## config.mk

```make
export PLATFORM = sky130hd
export DESIGN_NAME = cfetch_seq
export DESIGN_NICKNAME = d
export VERILOG_FILES = /design/src/rtl/cf_pkg.sv /design/src/rtl/cf_pc_unit.sv /design/src/rtl/cf_pipe.sv /design/src/rtl/cf_ctrl.sv /design/src/rtl/cfetch_seq.sv
export SDC_FILE = /design/constraint.sdc
export NUM_CORES = 1
export LEC_CHECK = 0
export BUFFER_PORTS_ARGS = -buffer_cell sky130_fd_sc_hd__clkbuf_2
export CORE_MARGIN = 5
export CORE_UTILIZATION = 40
export DETAILED_ROUTE_END_ITERATION = 6
export PLACE_DENSITY = 0.76
export SLEW_MARGIN = 20
export SYNTH_ARGS = -nofsm -noshare
export SYNTH_HDL_FRONTEND = slang
export SYNTH_SLANG_ARGS = --single-unit
```

## constraint.sdc

```tcl
create_clock -name clk_i -period 3.4 [get_ports clk_i]
set_input_delay 0.17 -clock clk_i [delete_from_list [all_inputs] [get_ports clk_i]]
set_output_delay 0.17 -clock clk_i [all_outputs]
set_load 0.05 [all_outputs]
```

## src/rtl/cf_pkg.sv

```systemverilog
package cf_pkg;
  typedef enum logic [2:0] {
    K_PLAIN, K_WIDE, K_RET, K_U2M, K_M2U, K_RSVD
  } kind_e;

  function automatic kind_e classify(input logic [15:0] ins);
    if (ins[1:0] == 2'b11) return K_WIDE;
    if (ins[15:12] == 4'b0001 && ins[1:0] == 2'b10) begin
      case (ins[3:2])
        2'b00:   return K_RET;
        2'b01:   return K_U2M;
        2'b10:   return K_M2U;
        default: return K_RSVD;
      endcase
    end
    return K_PLAIN;
  endfunction
endpackage

```

## src/rtl/cf_pc_unit.sv

```systemverilog
module cf_pc_unit #(
  parameter int unsigned PC_W = 12
) (
  input  logic            clk_i,
  input  logic            rst_ni,
  input  logic            redirect_i,
  input  logic [PC_W-1:0] target_i,
  output logic [PC_W-1:0] pc_o
);
  localparam logic [PC_W-1:0] STEP = PC_W'(2);
  logic [PC_W-1:0] pc_q;

  always_ff @(posedge clk_i or negedge rst_ni) begin
    if (!rst_ni)         pc_q <= '0;
    else if (redirect_i) pc_q <= {target_i[PC_W-1:1], 1'b0};
    else                 pc_q <= pc_q + STEP;
  end

  assign pc_o = pc_q;

  a_r10_aligned: assert property (@(posedge clk_i) disable iff (!rst_ni)
    pc_o[0] == 1'b0);
endmodule

```

## src/rtl/cf_pipe.sv

```systemverilog
module cf_pipe #(
  parameter int unsigned PC_W = 12
) (
  input  logic            clk_i,
  input  logic            rst_ni,
  input  logic            flush_i,
  input  logic [15:0]     fetch_instr_i,
  input  logic [PC_W-1:0] fetch_pc_i,
  output logic            dec_valid_o,
  output logic [15:0]     dec_instr_o,
  output logic            ex_valid_o,
  output logic [15:0]     ex_instr_o,
  output logic [PC_W-1:0] ex_pc_o
);
  logic [PC_W-1:0] dec_pc_q;

  always_ff @(posedge clk_i or negedge rst_ni) begin
    if (!rst_ni) begin
      dec_valid_o <= 1'b0;
      dec_instr_o <= '0;
      dec_pc_q    <= '0;
      ex_valid_o  <= 1'b0;
      ex_instr_o  <= '0;
      ex_pc_o     <= '0;
    end else begin
      // redirect kills both the halfword in decode and the one being fetched
      dec_valid_o <= !flush_i;
      dec_instr_o <= fetch_instr_i;
      dec_pc_q    <= fetch_pc_i;
      ex_valid_o  <= dec_valid_o && !flush_i;
      ex_instr_o  <= dec_instr_o;
      ex_pc_o     <= dec_pc_q;
    end
  end

  a_r3_flush_kills: assert property (@(posedge clk_i) disable iff (!rst_ni)
    flush_i |=> !dec_valid_o && !ex_valid_o);
endmodule

```

## src/rtl/cf_ctrl.sv

```systemverilog
module cf_ctrl
  import cf_pkg::*;
#(
  parameter int unsigned PC_W     = 12,
  parameter int unsigned UC_ENTRY = 'h800
) (
  input  logic            clk_i,
  input  logic            rst_ni,
  input  logic            ex_valid_i,
  input  logic [15:0]     ex_instr_i,
  input  logic [PC_W-1:0] ex_pc_i,
  input  logic [15:0]     dec_instr_i,
  input  logic            br_taken_i,
  input  logic [PC_W-1:0] br_target_i,
  output logic            redirect_o,
  output logic [PC_W-1:0] target_o,
  output logic            trap_o,
  output logic            ucode_mode_o,
  output logic [15:0]     upper_half_o,
  output logic            illegal_o,
  output logic            mv_u2m_o,
  output logic            mv_m2u_o
);
  localparam logic [PC_W-1:0] ENTRY = PC_W'(UC_ENTRY);
  localparam logic [PC_W-1:0] WIDE_LEN = PC_W'(4);

  kind_e           kind;
  logic            is_cmd, ret_go, br_go;
  logic [PC_W-1:0] ret_q;

  always_comb begin
    kind   = classify(ex_instr_i);
    is_cmd = ex_valid_i && (kind inside {K_RET, K_U2M, K_M2U, K_RSVD});
    trap_o = ex_valid_i && kind == K_WIDE && !ucode_mode_o;
    ret_go = is_cmd && ucode_mode_o && kind == K_RET;
    br_go  = ex_valid_i && br_taken_i && kind == K_PLAIN;
    mv_u2m_o  = is_cmd && ucode_mode_o && kind == K_U2M;
    mv_m2u_o  = is_cmd && ucode_mode_o && kind == K_M2U;
    illegal_o = (is_cmd && (!ucode_mode_o || kind == K_RSVD)) ||
                (ex_valid_i && kind == K_WIDE && ucode_mode_o);
    redirect_o = trap_o || ret_go || br_go;
    target_o   = trap_o ? ENTRY : (ret_go ? ret_q : br_target_i);
  end

  always_ff @(posedge clk_i or negedge rst_ni) begin
    if (!rst_ni) begin
      ucode_mode_o <= 1'b0;
      ret_q        <= '0;
      upper_half_o <= '0;
    end else if (trap_o) begin
      ucode_mode_o <= 1'b1;
      ret_q        <= ex_pc_i + WIDE_LEN;
      upper_half_o <= dec_instr_i;
    end else if (ret_go) begin
      ucode_mode_o <= 1'b0;
    end
  end

  a_r4_mode_set: assert property (@(posedge clk_i) disable iff (!rst_ni)
    trap_o |=> ucode_mode_o);
  a_r6_mode_clr: assert property (@(posedge clk_i) disable iff (!rst_ni)
    ret_go |=> !ucode_mode_o);
  a_r8_mode_kept: assert property (@(posedge clk_i) disable iff (!rst_ni)
    illegal_o |=> ucode_mode_o == $past(ucode_mode_o));
  a_r9_state_kept: assert property (@(posedge clk_i) disable iff (!rst_ni)
    (illegal_o && ucode_mode_o) |=> $stable(ret_q) && $stable(upper_half_o));
  a_r7_one_pulse: assert property (@(posedge clk_i) disable iff (!rst_ni)
    $countones({mv_u2m_o, mv_m2u_o, illegal_o, redirect_o}) <= 1);
endmodule

```

## src/rtl/cfetch_seq.sv

```systemverilog
module cfetch_seq #(
  parameter int unsigned PC_W     = 12,
  parameter int unsigned UC_ENTRY = 'h800
) (
  input  logic            clk_i,
  input  logic            rst_ni,
  output logic [PC_W-1:0] imem_addr_o,
  input  logic [15:0]     imem_data_i,
  input  logic            br_taken_i,
  input  logic [PC_W-1:0] br_target_i,
  output logic            ex_valid_o,
  output logic [15:0]     ex_instr_o,
  output logic [PC_W-1:0] ex_pc_o,
  output logic            ucode_mode_o,
  output logic [15:0]     upper_half_o,
  output logic            illegal_o,
  output logic            mv_u2m_o,
  output logic            mv_m2u_o
);
  logic            redirect, trap, dec_valid;
  logic [PC_W-1:0] target;
  logic [15:0]     dec_instr;

  cf_pc_unit #(.PC_W(PC_W)) u_pc (
    .clk_i(clk_i), .rst_ni(rst_ni), .redirect_i(redirect),
    .target_i(target), .pc_o(imem_addr_o)
  );

  cf_pipe #(.PC_W(PC_W)) u_pipe (
    .clk_i(clk_i), .rst_ni(rst_ni), .flush_i(redirect),
    .fetch_instr_i(imem_data_i), .fetch_pc_i(imem_addr_o),
    .dec_valid_o(dec_valid), .dec_instr_o(dec_instr),
    .ex_valid_o(ex_valid_o), .ex_instr_o(ex_instr_o), .ex_pc_o(ex_pc_o)
  );

  cf_ctrl #(.PC_W(PC_W), .UC_ENTRY(UC_ENTRY)) u_ctrl (
    .clk_i(clk_i), .rst_ni(rst_ni),
    .ex_valid_i(ex_valid_o), .ex_instr_i(ex_instr_o), .ex_pc_i(ex_pc_o),
    .dec_instr_i(dec_instr), .br_taken_i(br_taken_i), .br_target_i(br_target_i),
    .redirect_o(redirect), .target_o(target), .trap_o(trap),
    .ucode_mode_o(ucode_mode_o), .upper_half_o(upper_half_o),
    .illegal_o(illegal_o), .mv_u2m_o(mv_u2m_o), .mv_m2u_o(mv_m2u_o)
  );

  a_r2_step: assert property (@(posedge clk_i) disable iff (!rst_ni)
    (ex_valid_o && dec_valid && !redirect) |=>
      ex_valid_o && ex_pc_o == $past(ex_pc_o) + PC_W'(2));
  a_r4_entry: assert property (@(posedge clk_i) disable iff (!rst_ni)
    trap |=> imem_addr_o == PC_W'(UC_ENTRY));
  a_r1_reset_pc: assert property (@(posedge clk_i)
    !rst_ni |-> imem_addr_o == '0 && !ex_valid_o);
endmodule

```

==> results.py <==
metrics = {
    "detailed_routing": {
        "top_layer": "met4",
        "drtPass1Iterations": 4,
        "final_antenna_net_count": 0,
        "via_per_inst": 4.901,
        "wl_met1_mm": 3.187,
        "drc_errors": 0,
        "dr_wl_met3_um": 451,
        "routed-wl-met2_mm": 3.436,
        "drt-total-wl_mm": 7.169,
        "wire_per_inst_um": 15.03,
        "drt_iter0_drc": 63,
        "vias": 2338,
    },
    "power_and_ir_drop": {
        "p_leak_nw": 2.084,
        "power_density_nw_per_um2": 947.5,
        "total_power_mw": 4.143,
        "vdd_drop_max_mv": 0.5557,
    },
    "setup_path": {
        "cp_max_fo": 8,
        "regToRegSetupSlack_ns": 1.56,
        "cpPeakStageDelay_ns": 0.47,
        "worst_setup_path_start_kind": "flip-flop",
        "worstPathRequired_ns": 3.23,
        "crit_type": "flip-flop to primary output",
        "r2r-end": "u_ctrl.ret_q[1]",
        "slowest_stage": "dfrtp_1",
        "cp_data_arrival_time_ns": 1.88,
        "path_cells": "nand4bb_1 > nor2_1 > o21ai_0 > a21oi_1 > clkbuf_2",
        "rr_worst_depth": 3,
        "timing.rr.start": "u_ctrl.ucode_mode_o",
        "crit_path_end_kind": "primary output",
    },
    "cells_and_area": {
        "fin_cells": 477,
        "nNetsFinal": 401,
        "diodes": 0,
        "drive_gt1_frac": 0.3468,
        "area_delta_synth_final_pct": 28.35,
        "final_util": 0.5295,
    },
    "logic_synthesis": {
        "synth_area_leaders": "dfrtp_1 70%, mux2_2 5.9%, nand2_1 3.2%",
        "synth-warning-count": 0,
        "ys_seq_area_frac": 0.6978,
        "yosysUniqueCellTypes": 38,
        "syn_avg_cell_area_sq_um": 13.31,
        "ys_ff_latch": 95,
        "synth_compound_area_frac": 0.07014,
        "yosysTopAreaCell": "dfrtp_1",
        "synth_top_family_by_area": "simple AND/OR/NAND/NOR gates",
        "synthSimpleGateAreaFrac": 0.1135,
        "synthMuxAreaShare": 0.05949,
        "yosysTopAreaCellShare": 0.6978,
        "syn_inst": 256,
        "synthXorXnorAreaFrac": 0.03342,
        "synth-adder-area-share": 0.007345,
        "netlist_area_sq_um": 3407,
    },
    "worst_hold_path": {
        "hold_path_startpoint": "br_target_i[10]",
        "hold_end": "u_pc.pc_o[10]",
        "holdCritPathClass": "input port to flip-flop",
        "holdPathStages": 3,
    },
    "sta": {
        "setup_viol": 0,
        "tightest_slew_ns": 0.9147,
        "timing.hold.ws_ns": 0.05205,
        "period_needed_ns": 2.045,
        "fmax_mhz": 488.9,
        "hold_violations": 0,
        "period_share": 0.6015,
        "rsz0062_at_grt": "no",
        "slew_headroom": 0.3902,
        "finClkSkew_ns": 0.01017,
        "maxSlewViolCount": 0,
        "tns_ns": 0,
    },
    "die": {
        "core_region_area_sq_um": 8258,
        "start_util": 0.4126,
        "die_h_um": 102.3,
        "rows": 33,
        "ioPinCount": 92,
        "dieArea_sq_um": 10460,
        "die_w_um": 102.3,
    },
    "grt": {
        "grt_pass1_wl_mm": 11.99,
        "grt_overflow": 0,
        "grt_pass1_vias": 2331,
        "grt_max_degree": 75,
        "antenna_found_initial": 0,
        "track_usage": 0.1495,
    },
    "clock_network": {
        "clk_pin_slew_ns": 0.08,
        "cts_buffers": 9,
        "cts_tree": "done",
        "clkLatencyLatePin_ns": 0.35,
        "cts_root_buf": "clkbuf_8",
        "cts_htree_levels": 3,
        "cts_resized": 0,
        "ctsLongestPathBuffers": 2,
        "cts.sinks": 95,
    },
    "status": {
        "outcome": "complete, no violations",
    },
    "run": {
        "drv_cap": 0,
    },
    "placed_design": {
        "io_buffers": 88,
        "place_inst": 445,
        "place.detailed.hpwl_mm": 5.106,
        "place.gp.congestion": 0.8368,
    },
}
[synthesized netlist by cell type (all sizes together)]
| library cell | number |
|---|---|
| dfrtp | 95 |
| nand2 | 29 |
| mux2 | 18 |
| nand3 | 14 |
| o21ai | 14 |
| nor2 | 12 |
| xnor2 | 10 |
| a31oi | 9 |
| nor3 | 9 |
| buf | 7 |
| o21a | 4 |
| a21oi | 3 |
| inv | 3 |
| xor2 | 3 |
| and3 | 2 |
| clkbuf | 2 |
| ha | 2 |
| nand4 | 2 |
| o221ai | 2 |
| a21boi | 1 |
| a21o | 1 |
| and2 | 1 |
| and3b | 1 |
| and4 | 1 |
| and4b | 1 |
| and4bb | 1 |
| conb | 1 |
| nand3b | 1 |
| nand4b | 1 |
| nand4bb | 1 |
| nor4 | 1 |
| o211a | 1 |
| o211ai | 1 |
| o22ai | 1 |
| or2 | 1 |
[worst max-delay path: cells and delay by family, from the launching register on]
family | cells | cell delay (ns)
AOI/OAI and AO/OA | 2 | 0.25
DFF | 1 | 0.47
buffers and inverters | 1 | 0.30
and+or+nand+nor | 2 | 0.52
[state kept, by name, summed over array words and instances, names as in the netlist]
register             flops
u_pipe.ex_instr_o       16
u_ctrl.upper_half_o     16
u_pc.pc_o               11
u_pipe.dec_pc_q         11
u_pipe.ex_valid_o        1
u_ctrl.ret_q            11
u_pipe.dec_instr_o      16
u_pipe.ex_pc_o          11
u_pipe.dec_valid_o       1
u_ctrl.ucode_mode_o      1
[metal layers]
metal,GRT usage,up-vias
met5,0,-
met4,0.04945,0
met3,0.05802,9
met2,0.2309,57
met1,0.1947,1164
li1,-,1108
[cells by family (layout without fill, tap and decap cells)]
logic type	Yosys count	in the layout
and+or+nand+nor	78	78
other	1	2
AOI/OAI and AO/OA	37	37
buffers and inverters	12	127
adders and majority gates	2	2
xor gates and xnor gates	13	13
muxes	18	18
DFF	95	95
[through the flow]
step	setup WS [ns]	area [sq um]
final	1.355	4373
after detailed placement	1.510	3968
after global placement	1.534	3968
after floorplan	1.245	3411
after CTS	1.345	4373
after global routing	1.241	4373
[cell type report]
cell class,count,area [sq um]
Fill cell,726,3885
Clock inverter,5,107.6
Sequential cell,95,2377
Clock buffer,10,127.6
Inverter,3,11.26
Multi-Input combinational cell,150,974.7
Timing Repair Buffer,109,643.1
Tap cell,105,131.4
[layout by cell type, fill, tap and decap left out, types with 2 or more instances in the layout]
master	Yosys	routed
a21oi_1	3	3
a31oi_1	9	9
and3_1	2	2
buf_4	2	5
bufinv_16	0	3
clkbuf_2	0	87
clkbuf_8	0	9
clkinv_4	0	2
conb_1	1	2
dfrtp_1	95	95
dlygate4sd3_1	0	17
ha_1	2	2
inv_1	3	3
mux2_2	18	18
nand2_1	29	29
nand3_1	14	14
nor2_1	12	12
nor3_1	9	9
o21a_1	4	4
o21ai_0	14	14
xnor2_1	10	10
xor2_1	3	3
[what timing repair did]
item / in CTS / in global routing
buffers inserted: 0 / 0
hold buffers: 17 / 0
endpoints found under the hold margin: 89 / 0
[power by group]
group          internal, mW  leakage [nW]  switching (mW)
Combinational         0.414         0.828            1.12
Sequential             1.47          1.14           0.282
Clock                 0.487         0.117           0.364
Total                  2.38          2.08            1.77
[worst max path at each step]
| stage | startpoint | end | slack (ns) | depth (start not counted) |
|---|---|---|---|---|
| 4_1_cts | u_pipe.ex_instr_o[0] | illegal_o | 1.35 | 5 |
| 3_5_place_dp | u_ctrl.ucode_mode_o | u_ctrl.upper_half_o[3] | 1.51 | 3 |
| 2_1_floorplan | u_pipe.ex_instr_o[1] | illegal_o | 1.25 | 4 |
| 3_3_place_gp | u_ctrl.ucode_mode_o | u_ctrl.ret_q[3] | 1.53 | 3 |
| 6_report | u_pipe.ex_instr_o[0] | illegal_o | 1.35 | 5 |
| 5_1_grt | u_pipe.ex_instr_o[0] | illegal_o | 1.24 | 5 |
(Power assumes the default switching activity.)
